**src/rtl/supv_pkg.sv**
```systemverilog
package supv_pkg;

    typedef enum logic [1:0] {
        ST_HOLD    = 2'd0,
        ST_STRETCH = 2'd1,
        ST_RUN     = 2'd2
    } supv_state_e;

    function automatic int unsigned cnt_width(input int unsigned max_val);
        return (max_val < 2) ? 1 : $clog2(max_val + 1);
    endfunction

endpackage

```
**src/rtl/supv_sync.sv**
```systemverilog
module supv_sync #(
    parameter int unsigned W       = 2,
    parameter int unsigned STAGES  = 2,
    parameter logic [W-1:0] RST_VAL = '0
) (
    input  logic         clk,
    input  logic         arst_n,
    input  logic [W-1:0] d,
    output logic [W-1:0] q
);

    logic [W-1:0] chain [STAGES];

    generate
        for (genvar s = 0; s < STAGES; s++) begin : g_stage
            if (s == 0) begin : g_first
                always_ff @(posedge clk or negedge arst_n) begin
                    if (!arst_n) chain[s] <= RST_VAL;
                    else         chain[s] <= d;
                end
            end else begin : g_next
                always_ff @(posedge clk or negedge arst_n) begin
                    if (!arst_n) chain[s] <= RST_VAL;
                    else         chain[s] <= chain[s-1];
                end
            end
        end
    endgenerate

    assign q = chain[STAGES-1];

endmodule

```
**src/rtl/supv_timer.sv**
```systemverilog
module supv_timer #(
    parameter int unsigned PULSE_TICKS = 200
) (
    input  logic clk,
    input  logic arst_n,
    input  logic load,
    input  logic run,
    input  logic tick,
    output logic expired
);
    import supv_pkg::*;

    localparam int unsigned CW = cnt_width(PULSE_TICKS);
    localparam logic [CW-1:0] LOAD_VAL = CW'(PULSE_TICKS);

    logic [CW-1:0] cnt_q;

    always_ff @(posedge clk or negedge arst_n) begin
        if (!arst_n) begin
            cnt_q <= LOAD_VAL;
        end else if (load) begin
            cnt_q <= LOAD_VAL;
        end else if (run && tick && cnt_q != '0) begin
            cnt_q <= cnt_q - 1'b1;
        end
    end

    assign expired = (cnt_q == '0);


    reload_full_chk: assert property (@(posedge clk) disable iff (!arst_n)
        load |=> cnt_q == LOAD_VAL);


    tick_only_chk: assert property (@(posedge clk) disable iff (!arst_n)
        (!load && !tick) |=> $stable(cnt_q));


    cnt_range_chk: assert property (@(posedge clk) disable iff (!arst_n)
        cnt_q <= LOAD_VAL);

endmodule

```
**src/rtl/supv_fsm.sv**
```systemverilog
module supv_fsm (
    input  logic clk,
    input  logic arst_n,
    input  logic supply_ok,
    input  logic mreset_n,
    input  logic expired,
    output logic load,
    output logic run,
    output logic rst_n_q,
    output logic rst_q
);
    import supv_pkg::*;

    supv_state_e state_q, state_d;
    logic        fault;

    assign fault = !supply_ok || !mreset_n;

    always_comb begin
        state_d = state_q;
        unique case (state_q)
            ST_HOLD:    if (!fault)      state_d = ST_STRETCH;
            ST_STRETCH: if (fault)       state_d = ST_HOLD;
                        else if (expired) state_d = ST_RUN;
            ST_RUN:     if (fault)       state_d = ST_HOLD;
            default:                     state_d = ST_HOLD;
        endcase
    end

    always_ff @(posedge clk or negedge arst_n) begin
        if (!arst_n) state_q <= ST_HOLD;
        else         state_q <= state_d;
    end

    always_ff @(posedge clk or negedge arst_n) begin
        if (!arst_n) begin
            rst_n_q <= 1'b0;
            rst_q   <= 1'b1;
        end else begin
            rst_n_q <= (state_d == ST_RUN);
            rst_q   <= (state_d != ST_RUN);
        end
    end

    assign load = (state_q == ST_HOLD);
    assign run  = (state_q == ST_STRETCH);


    supply_low_chk: assert property (@(posedge clk) disable iff (!arst_n)
        !supply_ok |=> !rst_n_q);


    manual_low_chk: assert property (@(posedge clk) disable iff (!arst_n)
        !mreset_n |=> !rst_n_q);


    release_after_count_chk: assert property (@(posedge clk) disable iff (!arst_n)
        $rose(rst_n_q) |-> $past(expired));


    complement_chk: assert property (@(posedge clk) disable iff (!arst_n)
        rst_q != rst_n_q);


    run_hold_chk: assert property (@(posedge clk) disable iff (!arst_n)
        (rst_n_q && supply_ok && mreset_n) |=> rst_n_q);

endmodule

```
**src/rtl/supv_reset_seq.sv**
```systemverilog
module supv_reset_seq #(
    parameter int unsigned PULSE_TICKS = 200,
    parameter int unsigned SYNC_STAGES = 2
) (
    input  logic clk,
    input  logic arst_n,
    input  logic tick,
    input  logic supply_ok_in,
    input  logic mreset_n_in,
    output logic sys_rst_n,
    output logic sys_rst
);

    logic [1:0] raw_in, synced;
    logic       load, run, expired;

    assign raw_in = {supply_ok_in, mreset_n_in};

    supv_sync #(
        .W       (2),
        .STAGES  (SYNC_STAGES),
        .RST_VAL (2'b00)
    ) u_sync (
        .clk    (clk),
        .arst_n (arst_n),
        .d      (raw_in),
        .q      (synced)
    );

    supv_fsm u_fsm (
        .clk       (clk),
        .arst_n    (arst_n),
        .supply_ok (synced[1]),
        .mreset_n  (synced[0]),
        .expired   (expired),
        .load      (load),
        .run       (run),
        .rst_n_q   (sys_rst_n),
        .rst_q     (sys_rst)
    );

    supv_timer #(
        .PULSE_TICKS (PULSE_TICKS)
    ) u_timer (
        .clk     (clk),
        .arst_n  (arst_n),
        .load    (load),
        .run     (run),
        .tick    (tick),
        .expired (expired)
    );

endmodule

```
**config.mk**
```make
export PLATFORM = sky130hd
export DESIGN_NAME = supv_reset_seq
export DESIGN_NICKNAME = d
export VERILOG_FILES = /design/src/rtl/supv_pkg.sv /design/src/rtl/supv_sync.sv /design/src/rtl/supv_timer.sv /design/src/rtl/supv_fsm.sv /design/src/rtl/supv_reset_seq.sv
export SDC_FILE = /design/constraint.sdc
export NUM_CORES = 1
export LEC_CHECK = 0
export BUFFER_PORTS_ARGS = -buffer_cell sky130_fd_sc_hd__buf_2
export CAP_MARGIN = 25
export CORE_MARGIN = 3
export CORE_UTILIZATION = 54
export CTS_CLUSTER_SIZE = 16
export DETAILED_ROUTE_END_ITERATION = 10
export PLACE_DENSITY = 0.74
export SYNTH_ARGS = -nofsm -noshare
export SYNTH_HDL_FRONTEND = slang
export SYNTH_SLANG_ARGS = --single-unit
```
**constraint.sdc**
```tcl
create_clock -name clk -period 1.73 [get_ports clk]
set_input_delay 0.2595 -clock clk [delete_from_list [all_inputs] [get_ports clk]]
set_output_delay 0.2595 -clock clk [all_outputs]
set_load 0.05 [all_outputs]
```
==> Flow_metrics.wiki <==
{| class="wikitable"
! Metric !! Value
|-
| Worst hold endpoint || u_sync.chain[2]
|-
| Slowest cell delay on critical path || roughly 430 ps
|-
| Mapped Nets || 71
|-
| Origin of the worst min-delay path || mreset_n_in
|-
| Overall global routing resource usage || 16.2%
|-
| Status || complete, no violations
|-
| Highest Clock Rate || 606 MHz
|-
| Maximum number of buffers from clock root to sink || 2
|-
| Max-Slew Margin vs Limit || 72.0%
|-
| Post-CTS setup buffer count || 0
|-
| Clock edge transition at the registers on the reported setup and hold paths || roughly 90 ps
|-
| Time the worst path needs with I/O delays and setup || 1650 ps
|-
| I/O pin cnt || 7
|-
| Instance count after placement with tap cells included || 89
|-
| Fraction of the yosys area taken by sequential cells || 54.6%
|-
| Number of distinct library cells after synthesis || 31
|-
| Share of the synthesized area in compound gates (AO/OA/AOI/OAI) || between 10% and 20%
|-
| Count of unresolved DRC violations after routing || 0
|-
| Number of I/O port buffers || 6
|-
| Clk_lat worst skew || roughly 280 ps
|-
| Detailed Routing Iterations Pass 1 || 3
|-
| Post-synthesis share of cell area spent on and, or, nand and nor gates || 21.9%
|-
| Synth Warn # || 0
|-
| Post-DP HPWL || 920 um
|-
| Hold Path Cell Cnt || 1
|-
| Initial antenna violation count || 0
|-
| Sum of buffers and inverters on the critical path || 1
|-
| Total vias in the final route || 540
|-
| Largest family of logic cells by synthesized area || simple AND/OR/NAND/NOR gates
|-
| Max-cap viol count || 0
|-
| Site Rows || 12
|-
| Pre-CTS setup slack || 58.8 ps
|-
| Clock buffers created by TritonCTS || 3
|-
| Total core area || 1200 um2
|-
| Commonest cells after routing, fill and taps aside || sky130_fd_sc_hd__dfrtp_1 (12), sky130_fd_sc_hd__nor2_1 (7), sky130_fd_sc_hd__buf_2 (6)
|-
| Clock root cell || sky130_fd_sc_hd__clkbuf_4
|-
| Die W || 43.1 um
|-
| Via count of the first global-routing pass || 533
|-
| Post-synth top area share || 40.5%
|-
| Endpoints failing hold || 0
|-
| Net count of the finished layout || between 80 and 90
|-
| Mapped cell area || 742 um2
|-
| Min-Delay Path Class || in -> reg
|-
| Proportion of register bits with asynchronous set or reset after synthesis || between 90% and 100%
|-
| Commonest non-fill, non-tap cell in the layout || sky130_fd_sc_hd__dfrtp_1
|-
| Post-Route Hold Slack || 74.1 ps
|-
| Mean post-synth cell area || 11.4 um2
|-
| Mux contribution to synthesized area || 5.40%
|-
| Crit path capture type || register
|-
| CP Data Required Time || between 1500 and 2000 ps
|-
| Sum Neg Setup Slack || 0 ps
|-
| Area taken by flip-flops and latches || about 400 um2
|-
| Number of failing setup endpoints in the final timing report || 0
|-
| Count of inserted antenna diode cells || 0
|-
| Setup skew after layout || 0.521 ps
|-
| Layout Cells excl Fill || 94
|-
| Worst path setup slack after routing || between 70 and 80 ps
|-
| Filler cells || between 90 and 100
|-
| Actual slew at the worst max-slew pin || ~420 ps
|-
| Number of design-rule violations left by the first detailed-router iteration || 9
|-
| Yosys top cell by area || sky130_fd_sc_hd__dfrtp_1
|-
| Top fanout value on the critical path || 4
|-
| Cell types with the largest area share after synthesis || sky130_fd_sc_hd__dfrtp_1 (40%), sky130_fd_sc_hd__dfstp_2 (14%), sky130_fd_sc_hd__mux2i_1 (5.4%)
|-
| Chain of cells forming the critical path || buf_4 > or4_4 > or4_1 > mux2i_1
|-
| Power density cells || 784 nW/um2
|-
| Post-synthesis share of cell area spent on xor and xnor gates || 0%
|-
| Detailed-route wire length per cell || 13.1 um
|-
| Drt total wl || 1.23 mm
|-
| Critical Path Slowest Stage Cell || sky130_fd_sc_hd__or4_1
|-
| Total congestion overflow || 0
|-
| CTS tree || yes
|-
| Yosys reg bits || 16
|-
| Total power draw || 0.683 mW
|-
| Overall die height || 43.1 um
|-
| Final Wtd Congestion || 0.811
|-
| Register-to-Register Setup Slack || 80 ps
|-
| Length in cells of the worst reg-to-reg path || 4
|-
| Most used flip-flop cell after synthesis || sky130_fd_sc_hd__dfrtp_1
|-
| Die footprint || ~1900 um2
|-
| Worst path arrival time || 1860 ps
|-
| Start-to-end type of the worst setup path || reg -> reg
|-
| Largest net degree at the start of global routing || 17
|-
| Reg-to-reg endpoint || u_timer.cnt_q[7]
|-
| Area taken by multi-input logic gates || roughly 330 um2
|-
| RSZ-0062 raised after global routing || false
|-
| IR drop worst, VDD || between 0.6 and 0.7 mV
|-
| Ratio of cells with drive above 1 in the final layout || 31.3%
|-
| Worst Setup Start Kind || register
|-
| Number of sinks handled by clock tree synthesis || 16
|-
| Adder-cell share of the synthesized area || 1.69%
|-
| Kind of cell adding the most delay to the critical path || simple AND/OR/NAND/NOR gates
|-
| Routed Antenna Nets || 0
|-
| Post-synth EDFFs || 0
|-
| Final Max Tran Viols || 0
|-
| R2r startpoint || u_timer.cnt_q[0]
|-
| Count of cell instances traversed by the critical path || 4
|-
| Tcrit/Tclk final || 95.4%
|-
| Starting density of the core || 61.8%
|-
| Detailed-route vias per instance || 5.74
|-
| Number of instances in the synthesized netlist || 65
|-
| First-pass GRT wire length || 2.26 mm
|-
| Lkg Pwr || 0.372 nW
|-
| # H-tree levels || 1
|-
| Synthesis-to-layout area growth || 17.4%
|}
area by class of cell:
type	count	area share, %
clock buffers	4	4.17
inverters	4	1.72
multi-input cells	45	37.5
flip-flops and latches	16	46.6
well taps	14	2.01
repair buffers	11	8.05
state kept, by name, summed over array words and instances, names as in the netlist:
name and count:
u_fsm.rst_n_q 1, u_fsm.rst_q 1, u_fsm.state_q 2, u_sync.chain 2, u_sync.q 2, u_timer.cnt_q 8
per-stage QoR:
| stage | utilization, % | instance area, um2 |
|---|---|---|
| 3_3_place_gp | 68.2 | 820 |
| 2_1_floorplan | - | 742 |
| 5_1_grt | 72.5 | 871 |
| 6_report | 72.5 | 871 |
| 3_5_place_dp | 68.2 | 820 |
| 4_1_cts | 72.1 | 866 |
repair_timing:
item	CTS	global route
hold buffers	1	0
gates resized for setup	0	1
hold endpoints to repair	12	0
endpoints found under the setup margin	0	1
per-layer routing:
layer  up-vias  wire [um]  part of all wire (%)  GRT usage [%]
li1        274          -                     -              -
met1       255        621                    50           23.5
met2         9        546                    44           23.7
met3         2         48                   3.9           2.54
met4         0         17                   1.4           7.23
met5         -          0                     0              0
worst register-to-register path, cell delays in order, from the launching register on:
cell	delay, ps
sky130_fd_sc_hd__dfrtp_1	390
sky130_fd_sc_hd__buf_4	140
sky130_fd_sc_hd__or4_4	420
sky130_fd_sc_hd__or4_1	430
sky130_fd_sc_hd__mux2i_1	200
cell families after synthesis:
group | count (synthesis)
flops | 16
mux | 4
fa+ha+maj | 1
buf+inv | 4
simple gates | 25
compound gates | 15
where the power goes:
| part | switching, mW | internal (mW) |
|---|---|---|
| Combinational | 0.0282 | 0.0227 |
| Clock | 0.113 | 0.128 |
| Sequential | 0.00640 | 0.384 |
| Total | 0.148 | 0.535 |
synth_stat cells, types with 2 or more instances:
master / n
sky130_fd_sc_hd__a211oi_1: 3
sky130_fd_sc_hd__a21o_1: 2
sky130_fd_sc_hd__nand2_1: 2
sky130_fd_sc_hd__inv_1: 4
sky130_fd_sc_hd__dfrtp_1: 12
sky130_fd_sc_hd__dfstp_2: 4
sky130_fd_sc_hd__nand4b_1: 2
sky130_fd_sc_hd__mux2i_1: 4
sky130_fd_sc_hd__a21oi_1: 4
sky130_fd_sc_hd__nor2_1: 7
worst max-delay path by stage:
stage	start	endpoint	slack (ps)
final	u_timer.cnt_q[0]	u_timer.cnt_q[7]	80
after global routing	u_timer.cnt_q[0]	u_timer.cnt_q[7]	10
after CTS	u_timer.cnt_q[1]	u_timer.cnt_q[6]	20
after detailed placement	u_timer.cnt_q[1]	u_timer.cnt_q[6]	60
after global placement	u_timer.cnt_q[1]	u_timer.cnt_q[6]	100
after floorplan	u_timer.cnt_q[0]	u_timer.cnt_q[6]	140
Note: power is estimated with default switching activity, not from simulation.
